[src/rtl/xrs_pkg.sv]
package xrs_pkg;
   typedef enum logic [1:0] {
      OP_STREAM = 2'd0,
      OP_VOD_WR = 2'd1,
      OP_VOD_RD = 2'd2,
      OP_RSVD   = 2'd3
   } xrs_op_e;

   typedef enum logic [3:0] {
      S_IDLE, S_ISSUE, S_WAIT, S_POLL, S_RDI, S_RDW, S_RST, S_ALIGN, S_FIN
   } xrs_state_e;

   // register offsets decoded by the reconfiguration controller
   localparam int unsigned ANA_CH  = 32'h08;
   localparam int unsigned ANA_CSR = 32'h0A;
   localparam int unsigned ANA_OFS = 32'h0B;
   localparam int unsigned ANA_DAT = 32'h0C;
   localparam int unsigned STR_CH  = 32'h38;
   localparam int unsigned STR_CSR = 32'h3A;
   localparam int unsigned STR_OFS = 32'h3B;
   localparam int unsigned STR_DAT = 32'h3C;
   localparam int unsigned MIN_AW  = 7;
endpackage

[src/rtl/xrs_recipe.sv]
module xrs_recipe
   import xrs_pkg::*;
#(
   parameter int AW    = 7,
   parameter int DW    = 32,
   parameter int CH_W  = 10,
   parameter int ARG_W = 16
) (
   input  xrs_op_e          op,
   input  logic [2:0]       step,
   input  logic [CH_W-1:0]  chan,
   input  logic [ARG_W-1:0] arg,
   output logic [AW-1:0]    addr,
   output logic [DW-1:0]    wdata,
   output logic             last
);
   always_comb begin
      addr  = '0;
      wdata = '0;
      last  = 1'b0;
      unique case (op)
         OP_STREAM: begin
            unique case (step)
               3'd0: begin addr = AW'(STR_CH);  wdata = DW'(chan); end
               3'd1: begin addr = AW'(STR_CSR); wdata = '0;        end
               3'd2: begin addr = AW'(STR_OFS); wdata = '0;        end
               3'd3: begin addr = AW'(STR_DAT); wdata = DW'(arg);  end
               3'd4: begin addr = AW'(STR_CSR); wdata = DW'(1);    end
               3'd5: begin addr = AW'(STR_OFS); wdata = DW'(1);    end
               3'd6: begin addr = AW'(STR_DAT); wdata = DW'(1);    end
               default: begin addr = AW'(STR_CSR); wdata = DW'(1); last = 1'b1; end
            endcase
         end
         OP_VOD_WR: begin
            unique case (step)
               3'd0: begin addr = AW'(ANA_CH);  wdata = DW'(chan); end
               3'd1: begin addr = AW'(ANA_OFS); wdata = '0;        end
               3'd2: begin addr = AW'(ANA_DAT); wdata = DW'(arg);  end
               default: begin addr = AW'(ANA_CSR); wdata = DW'(1); last = 1'b1; end
            endcase
         end
         default: begin
            unique case (step)
               3'd0: begin addr = AW'(ANA_CH);  wdata = DW'(chan); end
               3'd1: begin addr = AW'(ANA_OFS); wdata = '0;        end
               default: begin addr = AW'(ANA_CSR); wdata = DW'(2); last = 1'b1; end
            endcase
         end
      endcase
   end
endmodule

[src/rtl/xrs_bus.sv]
module xrs_bus #(
   parameter int AW = 7,
   parameter int DW = 32
) (
   input  logic          clk,
   input  logic          rst_n,
   input  logic          start,
   input  logic          st_rd,
   input  logic [AW-1:0] st_addr,
   input  logic [DW-1:0] st_data,
   input  logic          av_waitrequest,
   output logic [AW-1:0] av_address,
   output logic [DW-1:0] av_writedata,
   output logic          av_write,
   output logic          av_read,
   output logic          ack
);
   logic          act_q, rd_q;
   logic [AW-1:0] addr_q;
   logic [DW-1:0] data_q;

   always_ff @(posedge clk) begin
      if (!rst_n) begin
         act_q  <= 1'b0;
         rd_q   <= 1'b0;
         addr_q <= '0;
         data_q <= '0;
      end else if (start && !act_q) begin
         act_q  <= 1'b1;
         rd_q   <= st_rd;
         addr_q <= st_addr;
         data_q <= st_data;
      end else if (ack) begin
         act_q  <= 1'b0;
      end
   end

   assign ack          = act_q && !av_waitrequest;
   assign av_address   = addr_q;
   assign av_writedata = data_q;
   assign av_write     = act_q && !rd_q;
   assign av_read      = act_q && rd_q;

   // a stalled access keeps its address, data and strobe
   p_hold_r6: assert property (@(posedge clk) disable iff (!rst_n)
      (av_write || av_read) && av_waitrequest |=>
         $stable(av_address) && $stable(av_writedata) &&
         $stable(av_write) && $stable(av_read));

   p_one_strobe_r6: assert property (@(posedge clk) disable iff (!rst_n)
      !(av_write && av_read));
endmodule

[src/rtl/xcvr_reconf_seq.sv]
module xcvr_reconf_seq
   import xrs_pkg::*;
#(
   parameter int             AW          = 7,
   parameter int             DW          = 32,
   parameter int             CH_W        = 10,
   parameter int             ARG_W       = 16,
   parameter int             TW          = 16,
   parameter int             VOD_MAX     = 63,
   parameter int             LVL_W       = $clog2(VOD_MAX + 1),
   parameter logic [ARG_W-1:0] CTRL_BASE   = 16'h0000,
   parameter logic [ARG_W-1:0] MASTER_BASE = 16'h0800
) (
   input  logic             clk,
   input  logic             rst_n,
   input  logic             cmd_valid,
   input  logic [1:0]       cmd_op,
   input  logic [CH_W-1:0]  cmd_chan,
   input  logic [ARG_W-1:0] cmd_arg,
   input  logic [TW-1:0]    poll_limit,
   input  logic             reconf_busy_i,
   output logic [AW-1:0]    av_address,
   output logic [DW-1:0]    av_writedata,
   output logic             av_write,
   output logic             av_read,
   input  logic [DW-1:0]    av_readdata,
   input  logic             av_waitrequest,
   output logic             busy,
   output logic             done,
   output logic             error,
   output logic             cmd_ignored,
   output logic [LVL_W-1:0] rd_level,
   output logic             chan_reset,
   output logic             align_req
);
   if (AW < int'(MIN_AW)) begin : g_chk_aw
      $error("AW too small for controller offsets");
   end
   if (DW < ARG_W || DW < CH_W || DW < LVL_W) begin : g_chk_dw
      $error("DW must hold channel, argument and level");
   end
   if (ARG_W < LVL_W) begin : g_chk_arg
      $error("ARG_W must hold a level");
   end

   xrs_state_e       state;
   xrs_op_e          op_q, op_in;
   logic [CH_W-1:0]  chan_q;
   logic [ARG_W-1:0] arg_q;
   logic [2:0]       step_q;
   logic [TW-1:0]    pcnt_q;
   logic             err_q, align_q, ign_q;
   logic [LVL_W-1:0] lvl_q;

   logic             accept, bad_cmd;
   logic [AW-1:0]    rc_addr;
   logic [DW-1:0]    rc_data;
   logic             rc_last, bus_ack, bus_start, bus_rd;

   assign op_in  = xrs_op_e'(cmd_op);
   assign accept = cmd_valid && (state == S_IDLE) && !reconf_busy_i;
   always_comb begin
      unique case (op_in)
         OP_STREAM: bad_cmd = (cmd_arg == CTRL_BASE) || (cmd_arg == MASTER_BASE);
         OP_VOD_WR: bad_cmd = cmd_arg > ARG_W'(VOD_MAX);
         OP_VOD_RD: bad_cmd = 1'b0;
         default:   bad_cmd = 1'b1;
      endcase
   end

   xrs_recipe #(.AW(AW), .DW(DW), .CH_W(CH_W), .ARG_W(ARG_W)) recipe_i (
      .op(op_q), .step(step_q), .chan(chan_q), .arg(arg_q),
      .addr(rc_addr), .wdata(rc_data), .last(rc_last)
   );

   assign bus_start = (state == S_ISSUE) || (state == S_RDI);
   assign bus_rd    = (state == S_RDI);

   xrs_bus #(.AW(AW), .DW(DW)) bus_i (
      .clk(clk), .rst_n(rst_n), .start(bus_start), .st_rd(bus_rd),
      .st_addr(bus_rd ? AW'(ANA_DAT) : rc_addr), .st_data(rc_data),
      .av_waitrequest(av_waitrequest), .av_address(av_address),
      .av_writedata(av_writedata), .av_write(av_write), .av_read(av_read),
      .ack(bus_ack)
   );

   always_ff @(posedge clk) begin
      if (!rst_n) begin
         state   <= S_IDLE;
         op_q    <= OP_STREAM;
         chan_q  <= '0;
         arg_q   <= '0;
         step_q  <= '0;
         pcnt_q  <= '0;
         err_q   <= 1'b0;
         align_q <= 1'b0;
         ign_q   <= 1'b0;
         lvl_q   <= '0;
      end else begin
         ign_q <= cmd_valid && !accept;
         unique case (state)
            S_IDLE: if (accept) begin
               op_q   <= op_in;
               chan_q <= cmd_chan;
               arg_q  <= cmd_arg;
               step_q <= '0;
               err_q  <= bad_cmd;
               if (bad_cmd) state <= S_FIN;
               else begin
                  state <= S_ISSUE;
                  if (op_in == OP_STREAM) align_q <= 1'b0;
               end
            end
            S_ISSUE: state <= S_WAIT;
            S_WAIT: if (bus_ack) begin
               if (rc_last) begin
                  state  <= S_POLL;
                  pcnt_q <= '0;
               end else begin
                  step_q <= step_q + 3'd1;
                  state  <= S_ISSUE;
               end
            end
            S_POLL: begin
               if (!reconf_busy_i) begin
                  if (op_q == OP_VOD_RD)      state <= S_RDI;
                  else if (op_q == OP_STREAM) state <= S_RST;
                  else                        state <= S_FIN;
               end else if (pcnt_q >= poll_limit) begin
                  err_q <= 1'b1;
                  state <= S_FIN;
               end else begin
                  pcnt_q <= pcnt_q + 1'b1;
               end
            end
            S_RDI: state <= S_RDW;
            S_RDW: if (bus_ack) begin
               lvl_q <= av_readdata[LVL_W-1:0];
               state <= S_FIN;
            end
            S_RST: state <= S_ALIGN;
            S_ALIGN: begin
               align_q <= 1'b1;
               state   <= S_FIN;
            end
            default: state <= S_IDLE;
         endcase
      end
   end

   assign busy        = (state != S_IDLE);
   assign done        = (state == S_FIN);
   assign error       = err_q;
   assign cmd_ignored = ign_q;
   assign rd_level    = lvl_q;
   assign chan_reset  = (state == S_RST);
   assign align_req   = align_q;

   // an out-of-range level finishes at once with no bus strobe
   p_bad_level_r4: assert property (@(posedge clk) disable iff (!rst_n)
      accept && (op_in == OP_VOD_WR) && (cmd_arg > ARG_W'(VOD_MAX)) |=>
         done && error && !av_write && !av_read);

   // a command refused for external busy leaves the block idle
   p_ignore_idle_r8: assert property (@(posedge clk) disable iff (!rst_n)
      cmd_valid && !busy && reconf_busy_i |=> !busy && !av_write && !av_read);

   // the alignment request rises two cycles after the reset pulse
   p_align_after_reset_r7: assert property (@(posedge clk) disable iff (!rst_n)
      $rose(align_req) |-> $past(chan_reset, 2) && done);

   // done is a single-cycle pulse
   p_done_pulse_r11: assert property (@(posedge clk) disable iff (!rst_n)
      done |=> !done);

   // no bus access is in flight while waiting on the busy input
   p_poll_quiet_r9: assert property (@(posedge clk) disable iff (!rst_n)
      (state == S_POLL) |-> !av_write && !av_read);
endmodule

[config.mk]
export PLATFORM = sky130hd
export DESIGN_NAME = xcvr_reconf_seq
export DESIGN_NICKNAME = d
export VERILOG_FILES = /design/src/rtl/xrs_pkg.sv /design/src/rtl/xrs_recipe.sv /design/src/rtl/xrs_bus.sv /design/src/rtl/xcvr_reconf_seq.sv
export SDC_FILE = /design/constraint.sdc
export NUM_CORES = 1
export LEC_CHECK = 0
export ABC_AREA = 1
export ABC_CLOCK_PERIOD_IN_PS = 3400
export BUFFER_PORTS_ARGS = -buffer_cell sky130_fd_sc_hd__buf_2
export CORE_ASPECT_RATIO = 1.2
export CORE_MARGIN = 4
export CORE_UTILIZATION = 38
export DETAILED_ROUTE_END_ITERATION = 10
export MAX_ROUTING_LAYER = met4
export SLEW_MARGIN = 30
export SYNTH_ARGS = -nofsm -noshare
export SYNTH_HDL_FRONTEND = slang
export SYNTH_HIERARCHICAL = 1
export SYNTH_SLANG_ARGS = --single-unit
[constraint.sdc]
create_clock -name clk -period 3.4 [get_ports clk]
set_clock_uncertainty 0.1 [all_clocks]
set_input_delay 0 -clock clk [delete_from_list [all_inputs] [get_ports clk]]
set_output_delay 0 -clock clk [all_outputs]
set_load 0.02 [all_outputs]
==> results_dict.tcl <==
set metrics [dict create \
    run_status "finished, final reports clean" \
    min_from "rst_n" \
    hold_class "in2reg" \
    rsz0062_at_grt "no" \
    holdPathEnd "bus_i/av_writedata[28]" \
    slew_violations 0 \
    yosys.area.top_type "dfxtp_1" \
    cpMaxStageDelayCell "dfxtp_1" \
    cts-root-buf "clkbuf_16" \
    worst_path_most_repeated_cell "nand2_1" \
    first_global_vias 4954 \
    io_pins 134 \
    fillers 1576 \
    routed_wirelength_um 14100 \
    synthToLayoutAreaGrowth_pct 21.4 \
    crit_chain "inv_1, nand2_1, nand2_1, nand2_1, o221ai_1, or2_1, nand2_2, nand2_4, nor2_8, inv_2, nor2_1, nor2_1" \
    irDropWorstVdd_v 0.000285 \
    antenna_found_initial 0 \
    netlist.area_leader.share_pct 35.4 \
    fp.dieW_um 120 \
    drtIter0Drc 276 \
    cts_buffers 9 \
    setup_tns_ps 0 \
    ys_top_cells_by_area "dfxtp_1 (35%), nor2_1 (12%), nand2_1 (11%)" \
    post-place-ws_ps 829 \
    endpoint_kind "flip-flop" \
    synth_seq_area_share_pct 35.4 \
    die_area_um2 17100 \
    syn_inst 876 \
    cts_buffer_depth 2 \
    fin_ws_ps 832 \
    synth_edf_count 0 \
    remaining_drc_errors 0 \
    via_count 5436 \
    dp_hpwl_um 10000 \
    clock_latency_ps 360 \
    leakagePower_nw 3.30 \
    vias_per_cell 4.50 \
    cts_htree_levels 3 \
    cts_tree "done" \
    timing.max_slew.rel_slack_pct 41.2 \
    ys_async_sr_fraction_pct 0 \
    final_common_cell "nor2_1" \
    final_cells 1207 \
    detail_route.wl_per_cell_um 11.6 \
    synth_cell_types 39 \
    worstPathMaxFanout 28 \
    yosys_warnings 6 \
    synthFlopType "dfxtp_1" \
    gp_congestion 0.898 \
    grt_use_total_pct 17.0 \
    fmax_ghz 0.389 \
    fin_crit_ps 2570 \
    grt_max_degree 43 \
    coreArea_um2 14600 \
    dieHeight_um 142 \
    cpPeakStageDelay_ps 480 \
    postCtsHoldBufs 37 \
    drive_gt1_share_pct 16.4 \
    finalSetupViolCount 0 \
    period_share_pct 75.5 \
    path_class "reg2reg" \
    r2r-start "op_q[1]" \
    nets 1100 \
    required_ps 3550 \
    clock_sinks 101 \
    max_cap_viol_count 0 \
    tightest_slew_ps 880 \
    avgSynthCellArea_um2 6.52 \
    postCtsSetupRepairBufs 0 \
    hold_depth 3 \
    reg2reg_to "chan_q[5]" \
    start_kind "flip-flop" \
    r2r_cells 12 \
    final_antenna_net_count 0 \
    hold_viol 0 \
    dp.cells 1153 \
    grt_pass1_wl_um 23200 \
    fin_total_pwr_mw 5.25 \
    post_cts_resized 0 \
    fin_util_pct 47.5 \
    initial_core_util_pct 39.2 \
    portBuffers 107 \
    clk_pin_slew_ps 70 \
    p_per_area_nw_per_um2 757 \
    syn_area_um2 5720 \
    rrSetupSlack_ps 830 \
    overflow 0 \
    fp-row-count 48 \
    cp.arrival_ps 2710 \
    final_cell_mix "nor2_1 (190), nand2_1 (162), inv_1 (114)" \
    ys_seq_elements 101 \
    drt-pass1-iter-count 5 \
]
[synth_stat cells (all sizes together) (2+ instances only)]
library cell,n
nor2,204
nand2,168
inv,124
dfxtp,101
nand3,74
o21ai,50
buf,42
a21oi,41
ha,18
nor3,11
clkbuf,10
nand4,9
nor3b,4
or2,4
xor2,3
conb,2
o21a,2
o22ai,2
[per-layer routing]
layer  part of all wire (%)  global-route usage [%]
met5                      0                       -
met4                    2.4                    7.06
met3                    4.5                    2.47
met2                     46                    27.2
met1                     47                    21.4
[report_power, final]
| part | switching (mW) | total, mW | internal (mW) |
|---|---|---|---|
| combinational | 1.54 | 2.36 | 0.824 |
| clock | 0.485 | 1.01 | 0.528 |
| sequential | 0.291 | 1.88 | 1.59 |
| total | 2.31 | 5.25 | 2.94 |
[stage by stage]
| stage | area (um2) | hold slack [ps] |
|---|---|---|
| 2_1_floorplan | 5780 | 34.9 |
| 3_3_place_gp | 6250 | 129 |
| 3_5_place_dp | 6270 | 135 |
| 4_1_cts | 6930 | 135 |
| 5_1_grt | 6930 | 179 |
| 6_report | 6940 | 134 |
[critical path: cells and delay by family, from the launching register on]
kind                   cells  cell delay, ps
AOI/OAI and AO/OA          1             150
buffers and inverters      2             350
DFF                        1             480
and+or+nand+nor            9            1360
[worst max-delay path by stage]
stage | slack [ps] | depth (start not counted) | to | from
3_3_place_gp | 660 | 7 | bus_i/av_writedata[21] | state[0]
6_report | 830 | 12 | chan_q[5] | op_q[1]
3_5_place_dp | 830 | 12 | chan_q[5] | op_q[1]
5_1_grt | 560 | 12 | chan_q[5] | op_q[1]
2_1_floorplan | 1230 | 12 | pcnt_q[10] | bus_i/act_q
4_1_cts | 820 | 12 | chan_q[5] | op_q[1]
[sequential cells by signal (all words and copies together), names as in the netlist]
register            count
align_req               1
arg_q                  16
bus_i/act_q             1
bus_i/av_address        7
bus_i/av_writedata     32
bus_i/rd_q              1
chan_q                 10
cmd_ignored             1
error                   1
op_q                    2
pcnt_q                 16
rd_level                6
state                   4
step_q                  3
[layout make-up]
| cell class | instances | area, um2 | area share [%] |
|---|---|---|---|
| antenna | 1 | 2.50 | 0.0361 |
| clock buffer | 10 | 239 | 3.45 |
| clock inverter | 6 | 52.6 | 0.758 |
| inverter | 124 | 470 | 6.78 |
| multi-input combinational | 615 | 2940 | 42.4 |
| sequential | 101 | 2020 | 29.1 |
| tap | 200 | 250 | 3.61 |
| timing repair buffer | 150 | 962 | 13.9 |
[logic make-up after synthesis]
kind of cell / Yosys count / synth area share (%)
flip-flops: 101 / 35.4
other: 2 / 0.131
AND/OR/NAND/NOR: 474 / 36.0
buffers and inverters: 176 / 14.5
XOR/XNOR: 4 / 0.613
adder cells (fa/ha/maj): 18 / 3.94
AO/OA/AOI/OAI: 101 / 9.48
No activity file was read; power rests on OpenSTA's default activity.
